==> src/rtl/irq_pkg.sv <==
package irq_pkg;
  localparam int NSRC    = 5;
  localparam int IX_TRAP = 0;
  localparam int IX_HI   = 1;
  localparam int IX_MID  = 2;
  localparam int IX_LO   = 3;
  localparam int IX_GEN  = 4;

  // lowest set bit wins: index 0 is the highest priority
  function automatic logic [NSRC-1:0] first_set(input logic [NSRC-1:0] v);
    return v & (~v + NSRC'(1));
  endfunction
endpackage

==> src/rtl/irq_edge_latch.sv <==
module irq_edge_latch (
  input  logic clk,
  input  logic rst_n,
  input  logic level_in,
  input  logic clr,
  output logic held,
  output logic rise
);
  logic prev_q;

  assign rise = level_in & ~prev_q;

  always_ff @(posedge clk) begin
    if (!rst_n) begin
      prev_q <= 1'b0;
      held   <= 1'b0;
    end else begin
      prev_q <= level_in;
      if (rise)     held <= 1'b1;
      else if (clr) held <= 1'b0;
    end
  end

  // an edge always leaves the flag set
  a_r7_rise_sets: assert property (@(posedge clk) disable iff (!rst_n)
    rise |=> held);
  // a clear with no new edge drops the flag
  a_r7_clear_drops: assert property (@(posedge clk) disable iff (!rst_n)
    (clr && !rise) |=> !held);
endmodule

==> src/rtl/irq_arbiter.sv <==
module irq_arbiter
  import irq_pkg::*;
#(
  parameter int VW = 16,
  parameter logic [VW-1:0] VEC_TRAP = 16'h0024,
  parameter logic [VW-1:0] VEC_HI   = 16'h003C,
  parameter logic [VW-1:0] VEC_MID  = 16'h0034,
  parameter logic [VW-1:0] VEC_LO   = 16'h002C
) (
  input  logic [NSRC-1:0] elig,
  input  logic [VW-1:0]   ext_vec,
  output logic [NSRC-1:0] grant,
  output logic            any,
  output logic [VW-1:0]   vector
);
  logic [VW-1:0] vtab [NSRC];

  assign vtab[IX_TRAP] = VEC_TRAP;
  assign vtab[IX_HI]   = VEC_HI;
  assign vtab[IX_MID]  = VEC_MID;
  assign vtab[IX_LO]   = VEC_LO;
  assign vtab[IX_GEN]  = ext_vec;

  assign grant = first_set(elig);
  assign any   = |elig;

  always_comb begin
    vector = '0;
    for (int i = 0; i < NSRC; i++)
      if (grant[i]) vector = vector | vtab[i];
  end

  always_comb begin
    a_r4_onehot: assert ($onehot0(grant));
    a_r4_gen_last: assert (!(grant[IX_GEN] && (|elig[IX_LO:IX_TRAP])));
  end
endmodule

==> src/rtl/irq_prio_ctrl.sv <==
module irq_prio_ctrl
  import irq_pkg::*;
#(
  parameter int VW = 16,
  parameter logic [VW-1:0] VEC_TRAP = 16'h0024,
  parameter logic [VW-1:0] VEC_HI   = 16'h003C,
  parameter logic [VW-1:0] VEC_MID  = 16'h0034,
  parameter logic [VW-1:0] VEC_LO   = 16'h002C
) (
  input  logic          clk,
  input  logic          rst_n,
  input  logic          nmi_in,
  input  logic          vhi_in,
  input  logic          vmid_in,
  input  logic          vlo_in,
  input  logic          gen_req_in,
  input  logic [VW-1:0] gen_vec_in,
  input  logic          insn_boundary,
  input  logic          en_set,
  input  logic          en_clr,
  input  logic          mask_wr,
  input  logic          mask_upd,
  input  logic          hi_clr,
  input  logic [2:0]    mask_wdata,
  output logic          irq_pending,
  output logic          irq_take,
  output logic [VW-1:0] irq_vector,
  output logic          gen_ack,
  output logic [6:0]    status
);
  localparam int NMASK = 3;

  logic             gie_q;
  logic [NMASK-1:0] mask_q;
  logic             nmi_armed, nmi_rise;
  logic             hi_held, hi_rise;
  logic [NMASK-1:0] raw_m, elig_m;
  logic [NSRC-1:0]  elig, grant;
  logic             any;
  logic             take_trap, take_hi, sw_hi_clr;

  assign take_trap = irq_take & grant[IX_TRAP];
  assign take_hi   = irq_take & grant[IX_HI];
  assign sw_hi_clr = mask_wr & hi_clr;

  irq_edge_latch u_nmi (
    .clk(clk), .rst_n(rst_n), .level_in(nmi_in), .clr(take_trap),
    .held(nmi_armed), .rise(nmi_rise)
  );

  irq_edge_latch u_hi (
    .clk(clk), .rst_n(rst_n), .level_in(vhi_in), .clr(take_hi | sw_hi_clr),
    .held(hi_held), .rise(hi_rise)
  );

  // mask bit order: 2 high, 1 middle, 0 low
  assign raw_m = {hi_held, vmid_in, vlo_in};

  for (genvar i = 0; i < NMASK; i++) begin : g_mask
    assign elig_m[i] = raw_m[i] & ~mask_q[i] & gie_q;
  end

  assign elig = {gen_req_in & gie_q, elig_m[0], elig_m[1], elig_m[2],
                 nmi_in & nmi_armed};

  irq_arbiter #(
    .VW(VW), .VEC_TRAP(VEC_TRAP), .VEC_HI(VEC_HI),
    .VEC_MID(VEC_MID), .VEC_LO(VEC_LO)
  ) u_arb (
    .elig(elig), .ext_vec(gen_vec_in), .grant(grant),
    .any(any), .vector(irq_vector)
  );

  assign irq_pending = any;
  assign irq_take    = insn_boundary & any;
  assign gen_ack     = irq_take & grant[IX_GEN];
  assign status      = {raw_m, gie_q, mask_q};

  always_ff @(posedge clk) begin
    if (!rst_n) begin
      gie_q  <= 1'b0;
      mask_q <= '1;
    end else begin
      if (irq_take)    gie_q <= 1'b0;
      else if (en_set) gie_q <= 1'b1;
      else if (en_clr) gie_q <= 1'b0;
      if (mask_wr && mask_upd) mask_q <= mask_wdata;
    end
  end

  a_r9_take_clears_gie: assert property (@(posedge clk) disable iff (!rst_n)
    irq_take |=> !gie_q);
  a_r9_only_at_boundary: assert property (@(posedge clk) disable iff (!rst_n)
    !insn_boundary |-> !irq_take);
  a_r2_trap_wins: assert property (@(posedge clk) disable iff (!rst_n)
    (nmi_in && nmi_armed) |-> (irq_pending && irq_vector == VEC_TRAP));
  a_r3_trap_once: assert property (@(posedge clk) disable iff (!rst_n)
    (take_trap && !nmi_rise) |=> !nmi_armed);
  a_r5_gie_gates: assert property (@(posedge clk) disable iff (!rst_n)
    (!gie_q && !(nmi_in && nmi_armed)) |-> !irq_pending);
  a_r6_mask_hold: assert property (@(posedge clk) disable iff (!rst_n)
    !(mask_wr && mask_upd) |=> $stable(mask_q));
  a_r10_ack_gen: assert property (@(posedge clk) disable iff (!rst_n)
    gen_ack |-> (irq_take && gen_req_in && gie_q));
endmodule

==> config.mk <==
export PLATFORM = sky130hd
export DESIGN_NAME = irq_prio_ctrl
export DESIGN_NICKNAME = d
export VERILOG_FILES = /design/src/rtl/irq_pkg.sv /design/src/rtl/irq_edge_latch.sv /design/src/rtl/irq_arbiter.sv /design/src/rtl/irq_prio_ctrl.sv
export SDC_FILE = /design/constraint.sdc
export NUM_CORES = 1
export LEC_CHECK = 0
export ABC_AREA = 1
export BUFFER_PORTS_ARGS = -buffer_cell sky130_fd_sc_hd__buf_4
export CORE_ASPECT_RATIO = 1.1
export CORE_MARGIN = 2
export CORE_UTILIZATION = 38
export CTS_BUF_LIST = sky130_fd_sc_hd__clkbuf_8 sky130_fd_sc_hd__clkbuf_16
export DETAILED_ROUTE_END_ITERATION = 12
export PLACE_DENSITY = 0.93
export SLEW_MARGIN = 20
export SYNTH_ARGS = -nofsm -noshare
export SYNTH_HDL_FRONTEND = slang
export SYNTH_SLANG_ARGS = --single-unit
==> constraint.sdc <==
create_clock -name clk -period 2.75 [get_ports clk]
set_clock_uncertainty 0.2 [all_clocks]
set_input_delay 0.6875 -clock clk [delete_from_list [all_inputs] [get_ports clk]]
set_output_delay 0.6875 -clock clk [all_outputs]
set_load 0.02 [all_outputs]
Word-level counts from Yosys, hierarchy flattened

Index checks and enable logic that the tools add are counted.
Widths: inputs -> output; s select.

Add/subtract/negate cells: 1
Mux-type cells: 11
Bitwise operators: 25
Reduce and logical (&&, ||, !) cells: 6

Operators with widths:

| operator            | count |
|---|---|
| $mux 6              | 4 |
| $mux 16             | 1 |
| $or 16x16->16       | 1 |
| $and 1x1->1         | 15 |
| $mux 1              | 6 |
| $not 1->1           | 6 |
| $reduce_bool 2->1   | 3 |
| $add 5x1->5 const B | 1 |
| $and 5x5->5         | 1 |
| $not 5->5           | 1 |
| $reduce_or 5->1     | 1 |
| $reduce_or 2->1     | 1 |
| $logic_and 1x1->1   | 1 |
| $or 1x1->1          | 1 |

Output and inout bits: 26
Bits in registers: 8
Word-level logic and storage cells: 49

Depth between registers and ports, before layout

Gate-level depths: netlist of the first run.

Depth in word-level cells: 12
Depth in mapped cells: 8
Depth with buffers taken out: 7

Modules after synthesis

From an unflattened synthesis of the first run, not the netlist that was laid out.

Cells, all modules: 116
Area total of the unflattened synthesis: 671.9 um^2

Modules (own cells, without submodules):

| module         | sequential area each (um^2) | area each (um^2) | times used | cells an instance |
|---|---|---|---|---|
| irq_arbiter    | 0.0                         | 265.3            | 1          | 52 |
| irq_prio_ctrl  | 80.1                        | 249.0            | 1          | 42 |
| irq_edge_latch | 40.0                        | 78.8             | 2          | 11 |

Worst setup path after synthesis of the first run

No wires, ideal clock.

Path kind: input port to output port
Start point: input port nmi_in
End point: output port irq_vector[10]
Slack: 0.371 ns
Arrival: 1.492 ns
Stages on the path: 6
Cell sequence: nand2_1 > o21ai_1 > nor2_4 > nand2_4 > buf_8 > nor2_2

Cells in the longest elaborated chain, start to end: 5

RTL lines:

| what               | RTL line            | source |
|---|---|---|
| start: declaration | irq_prio_ctrl.sv:12 | `input logic nmi_in,` |
| $and 1x1->1        | irq_prio_ctrl.sv:64 | `nmi_in & nmi_armed};` |
| $not 5->5          | irq_pkg.sv:11       | `return v & (~v + NSRC'(1));` |
| $add 5x1->5        | irq_pkg.sv:11       |  |
| $and 5x5->5        | irq_pkg.sv:11       |  |
| $mux 16            | irq_arbiter.sv:30   | `if (grant[i]) vector = vector \| vtab[i];` |
| end: declaration   | irq_prio_ctrl.sv:27 | `output logic [VW-1:0] irq_vector,` |

Every way passes these cells.

Worst setup path in the final report of the first run

Start point: input port nmi_in
End point: output port irq_vector[15]

Same word-level chain as after synthesis.

==> results of run 1 <==
## through the flow
step / cell area, sq um / hold slack (ns) / cells / util
floorplan: 608 / 0.208 / 101 / -
global placement: 1010 / 0.215 / 169 / 0.655
detailed placement: 1010 / 0.226 / 169 / 0.655
CTS: 1050 / 0.229 / 172 / 0.682
global route: 1050 / 0.237 / 172 / 0.682
finish: 1050 / 0.233 / 172 / 0.682
## cells by family after synthesis
kind of cell    synth area share
buf+inv                    0.222
simple gates               0.440
compound gates            0.0741
flops                      0.263
## registers in the layout, indices dropped and copies added, names as in the netlist
name and flops:
mask_q 3, gie_q 1, u_hi.held 1, u_hi.prev_q 1, u_nmi.held 1, u_nmi.prev_q 1
## worst max-delay path by stage
stage,depth (start not counted),startpoint,end,slack (ns)
floorplan,6,nmi_in,irq_vector[10],0.37
global placement,7,nmi_in,gen_ack,0.23
detailed placement,7,nmi_in,irq_vector[15],0.17
CTS,7,nmi_in,irq_vector[15],0.17
global route,7,nmi_in,gen_ack,0.09
finish,7,nmi_in,irq_vector[15],0.18
## layout make-up
cell class	count	area [sq um]
fill	143	489
timing repair buffer	57	428
multi-input combinational	64	313
sequential	8	160
inverter	23	86.3
clock buffer	3	41.3
tap	17	21.3
## synthesized netlist by cell type
cell type and count:
nor2_4 1, o21ai_1 1, nand2_1 23, a21oi_1 2, nand2_4 1, o21ai_0 3
buf_4 4, dfxtp_1 8, o22ai_1 1, nor2_1 10, buf_8 1, inv_2 1
o2bb2ai_1 1, nand3_1 8, nor2_2 11, inv_1 22, nand2_2 2, clkbuf_1 1
## critical path, stage by stage
cell and delay (ns):
buf_4 0.12, nand2_1 0.12, o21ai_1 0.12, nor2_4 0.20, nand2_4 0.16, nor2_1 0.12
buf_4 0.15
## power groups by stage
stage,Combinational (mW),Clock (mW),Sequential (mW)
after global routing,0.150,0.147,0.133
final,0.138,0.138,0.132
after floorplan,0.0708,0,0.135
after global placement,0.135,0,0.133
after CTS,0.139,0.144,0.132
after detailed placement,0.139,0,0.134
## layer usage
| layer | part of all wire | vias up | GRT usage | wire length (microns) |
|---|---|---|---|---|
| met4 | 0.016 | 0 | 0.113 | 29 |
| met2 | 0.52 | 48 | 0.369 | 926 |
| met1 | 0.34 | 330 | 0.166 | 607 |
| li1 | - | 402 | - | - |
| met3 | 0.13 | 2 | 0.0595 | 225 |
| met5 | 0 | - | 0 | 0 |
## layout by cell type (no fill, tap or decap)
| cell | n |
|---|---|
| a21oi_1 | 2 |
| buf_4 | 57 |
| clkbuf_8 | 3 |
| dfxtp_1 | 8 |
| inv_1 | 22 |
| inv_2 | 1 |
| nand2_1 | 23 |
| nand2_2 | 2 |
| nand2_4 | 1 |
| nand3_1 | 8 |
| nor2_1 | 10 |
| nor2_2 | 11 |
| nor2_4 | 1 |
| o21ai_0 | 3 |
| o21ai_1 | 1 |
| o22ai_1 | 1 |
| o2bb2ai_1 | 1 |
==> results.cfg, run 1 <==
[floorplanning]
initial_core_util = 0.395
die_h_microns = 46.0
fp-row-count = 15
fp.dieArea_sq_mm = 0.00194
die_x_microns = 42.1
ios = 58
coreArea_sq_mm = 0.00154

[synth]
yosysTopAreaCellShare = 0.263
synth_cell_type_count = 18
synthCells = 101
synth.area.top_cells = dfxtp_1 (26%), nand2_1 (14%), inv_1 (14%), nor2_2 (11%), nand3_1 (6.6%)
ys_warn_count = 0
synth_nets = 133
synth_area_leader_cell = dfxtp_1
syn_area_per_cell_sq_um = 6.02
yosysSeqAreaShare = 0.263
ys_seq_elements = 8
synth.cell_area_sq_um = 608

[run_status]
status = finished clean

[sta]
final.setup.tns_ns = 0
setup_viol = 0
hold_violations = 0
worst_pin_slew_ns = 0.221
grt_setup_unrepaired = false
fin_ws_ns = 0.183
max_freq_mhz = 390
fin_crit_sh = 0.934
relSlewSlack = 0.852
maxSlewViolCount = 0
fin_crit_ns = 2.57

[clock_tree]
clock_sinks = 8
cts_resized = 0
clockBufferDepth = 2
cts_tree = yes
ctsHoldBuffers = 0
clock_latency_ns = 0.23
clkTransAtPathRegs_ns = 0.04
cts_inserted_buffers = 3
root_buffer = clkbuf_8
cts_setup_buffers = 0
ctsHtreeMaxLevel = 1

[detailed_routing]
num_vias = 782
drt-vias-per-instance = 4.55
drc_errors = 0
wl_per_cell_microns = 10.4
drtIter0Drc = 7
ant_nets = 0
firstDrtPassIters = 2
routed_wl_microns = 1790

[worst_setup_path]
cp-end-kind = primary output
crit_required_ns = 1.86
worst-path-max-fanout = 13
rr_worst_depth = 5
r2r-end = gie_q
r2r_start = gie_q
rrSetupSlack_ns = 1.50
crit_arrival_ns = 1.68
start_kind = primary input
criticalPathCategory = in -> out

[global_route]
grt_max_degree = 14
antenna_found_initial = 0
grt_usage = 0.186
grt_pass1_wl_microns = 2690
overflow = 0
grt_pass1_vias = 694

[min_path]
hold_path_depth = 1
hold_end = u_hi.held
holdCritPathClass = reg -> reg
holdCritStartpoint = u_hi.prev_q

[power_and_ir_drop]
power_density_mw_per_mm2 = 389
power_uw = 408
intPower_uw = 287
combPwrFrac = 0.338
power_switching_share = 0.298
vdd_drop_max_uv = 514
seq_power_share = 0.323
pwr-share-clk = 0.339
p_switching_uw = 122
p_leak_nw = 0.650

[placement]
place_ws_ns = 0.168
io_buffers = 57
gp_congestion = 0.756
place_hpwl_microns = 1540

[layout]
nets = 189
antenna_cells = 0
area_growth_pct = 72.6
drive_gt1_frac = 0.490

[job]
cap_violations = 0
Power figures use the tool's default switching activity.
==> run 2, diff against run 1 <==
ABC_AREA = unset   (was 1)
CORE_UTILIZATION = 36   (was 38)
==> run 2 against run 1 <==
Critical path type unchanged. Largest power group is now the clock network. Sequential share of layout area grew 0.72 points. Fmax decreased by 3.9%. Synthesized cell count decreased by 33%. Core utilization grew 3.3 points. Critical endpoint is now irq_vector[4]. Power fell by 1.1%. Critical path depth decreased by 1. Highest routed layer unchanged.
==> results.cfg, run 2 <==
[layout]
largest_register_ffs = 3
nets = 158
final_cell_mix = buf_4 (58), nand2_1 (12), and2_4 (10), dfxtp_1 (8), nand3_1 (7)
postLayoutCellArea_sq_mm = 0.00100
area_growth_pct = 83.3
antenna_cells = 0
largest-register = mask_q
mostFrequentLayoutCell = buf_4
drive_gt1_frac = 0.613
final_util = 0.715

[min_path]
hold_path_depth = 1
holdCritPathClass = reg -> reg

[sta]
fin_crit_sh = 0.971
grt_setup_unrepaired = false
setup_viol = 0
fin_ws_ns = 0.0791
relSlewSlack = 0.794
fin_crit_ns = 2.67
maxSlewViolCount = 0
worst_pin_slew_ns = 0.308
hold_violations = 0
final.setup.tns_ns = 0
max_freq_mhz = 374

[clock_tree]
clkTransAtPathRegs_ns = 0.04
clock_latency_ns = 0.22
root_buffer = clkbuf_8
cts_tree = yes
cts_setup_buffers = 0
ctsHtreeMaxLevel = 1
cts_resized = 0
ctsHoldBuffers = 0
clock_sinks = 8
cts_inserted_buffers = 3
clockBufferDepth = 2

[synth]
yosysSeqAreaShare = 0.293
synth_cell_type_count = 19
syn_area_per_cell_sq_um = 8.04
synth.area.top_cells = dfxtp_1 (29%), and2_4 (16%), nand2_1 (8.2%), nand3_1 (6.4%), and2_1 (5.7%)
yosysTopAreaCellShare = 0.293
ys_warn_count = 0
async_flop_share = 0
yosysMostFrequentCell = nand2_1
synth_nets = 100
ys_top_cells_by_count = nand2_1 (12), and2_4 (10), dfxtp_1 (8)
ys_seq_elements = 8
synthCells = 68
yosys_most_used_dff = dfxtp_1
synth_edf_count = 0
synth.cell_area_sq_um = 547
synth_area_leader_cell = dfxtp_1

[detailed_routing]
drc_errors = 0
drtIter0Drc = 6
ant_nets = 0
routed_wl_microns = 1740
num_vias = 693
drt-vias-per-instance = 4.95
firstDrtPassIters = 4
wl_per_cell_microns = 12.5

[floorplanning]
initial_core_util = 0.390
ios = 58
die_h_microns = 44.9
coreArea_sq_mm = 0.00140
fp-row-count = 14
die_x_microns = 41.2
fp.dieArea_sq_mm = 0.00185

[power_and_ir_drop]
power_density_mw_per_mm2 = 403
vdd_drop_max_uv = 303
p_leak_nw = 0.546

[placement]
placed_area_sq_um = 961
place_ws_ns = 0.0729
gp_congestion = 0.644
io_buffers = 57
place_hpwl_microns = 1450

[global_route]
grt_usage = 0.197
grt_pass1_vias = 607
overflow = 0
grt_pass1_wl_microns = 2390
antenna_found_initial = 0
grt_max_degree = 16

[worst_setup_path]
crit_path_max_incr_delay_ns = 0.37
path_buf_inv = 2
path_cells = buf_4 > nor2b_1 > o21ai_1 > and4b_4 > a22o_1 > buf_4
critPathMostFrequentCell = buf_4
crit_cells = 6
rrSetupSlack_ns = 1.43
crit_arrival_ns = 1.78
worst-path-max-fanout = 15
rr_worst_depth = 4
crit_required_ns = 1.86
cp-end-kind = primary output
critPathTopFamily = simple AND/OR/NAND/NOR gates
start_kind = primary input
cp_slowest_cell = and4b_4
criticalPathCategory = in -> out

[run_status]
status = finished clean

[job]
cap_violations = 0
run 2: kinds of logic (layout without fill, tap and decap cells):
family                 after synthesis  in the layout  synth area share
and+or+nand+nor                     43             43             0.490
AOI/OAI and AO/OA                   11             11             0.135
DFF                                  8              8             0.293
buffers and inverters                6             62            0.0824
run 2: worst register-to-register path, stage by stage, from the launching register on:
cell and delay [ns]:
dfxtp_1 0.49, o21ai_1 0.14, buf_4 0.16, nand4_1 0.13, a21oi_1 0.08
run 2: routing by layer:
metal / part of all wire / track usage / routed length (microns)
met1: 0.31 / 0.176 / 544
met3: 0.15 / 0.0542 / 267
met4: 0.013 / 0.0968 / 22
met2: 0.52 / 0.375 / 909
met5: 0 / 0 / 0
run 2: area by class of cell:
class | instances | area (sq um)
Clock buffer | 3 | 41.3
Fill cell | 119 | 399
Inverter | 1 | 3.75
Multi-Input combinational cell | 54 | 342
Sequential cell | 8 | 160
Tap cell | 16 | 20.0
Timing Repair Buffer | 58 | 435
run 2: through the flow:
stage | total power [mW] | hold WS (ns) | instances
5_1_grt | 0.422 | 0.233 | 140
4_1_cts | 0.408 | 0.221 | 140
3_5_place_dp | 0.269 | 0.213 | 137
6_report | 0.404 | 0.221 | 140
3_3_place_gp | 0.266 | 0.194 | 137
2_1_floorplan | 0.200 | 0.189 | 68
run 2: final timing paths:
check / endpoint / start
min reg2reg: u_hi.held / u_hi.prev_q
max: irq_vector[4] / vmid_in
max reg2reg: gie_q / gie_q
min: u_hi.held / u_hi.prev_q
run 2: power by group:
part | internal, mW | total [mW] | switching, mW
clock | 0.0944 | 0.136 | 0.0421
sequential | 0.125 | 0.132 | 0.00734
combinational | 0.0736 | 0.135 | 0.0617
total | 0.293 | 0.404 | 0.111
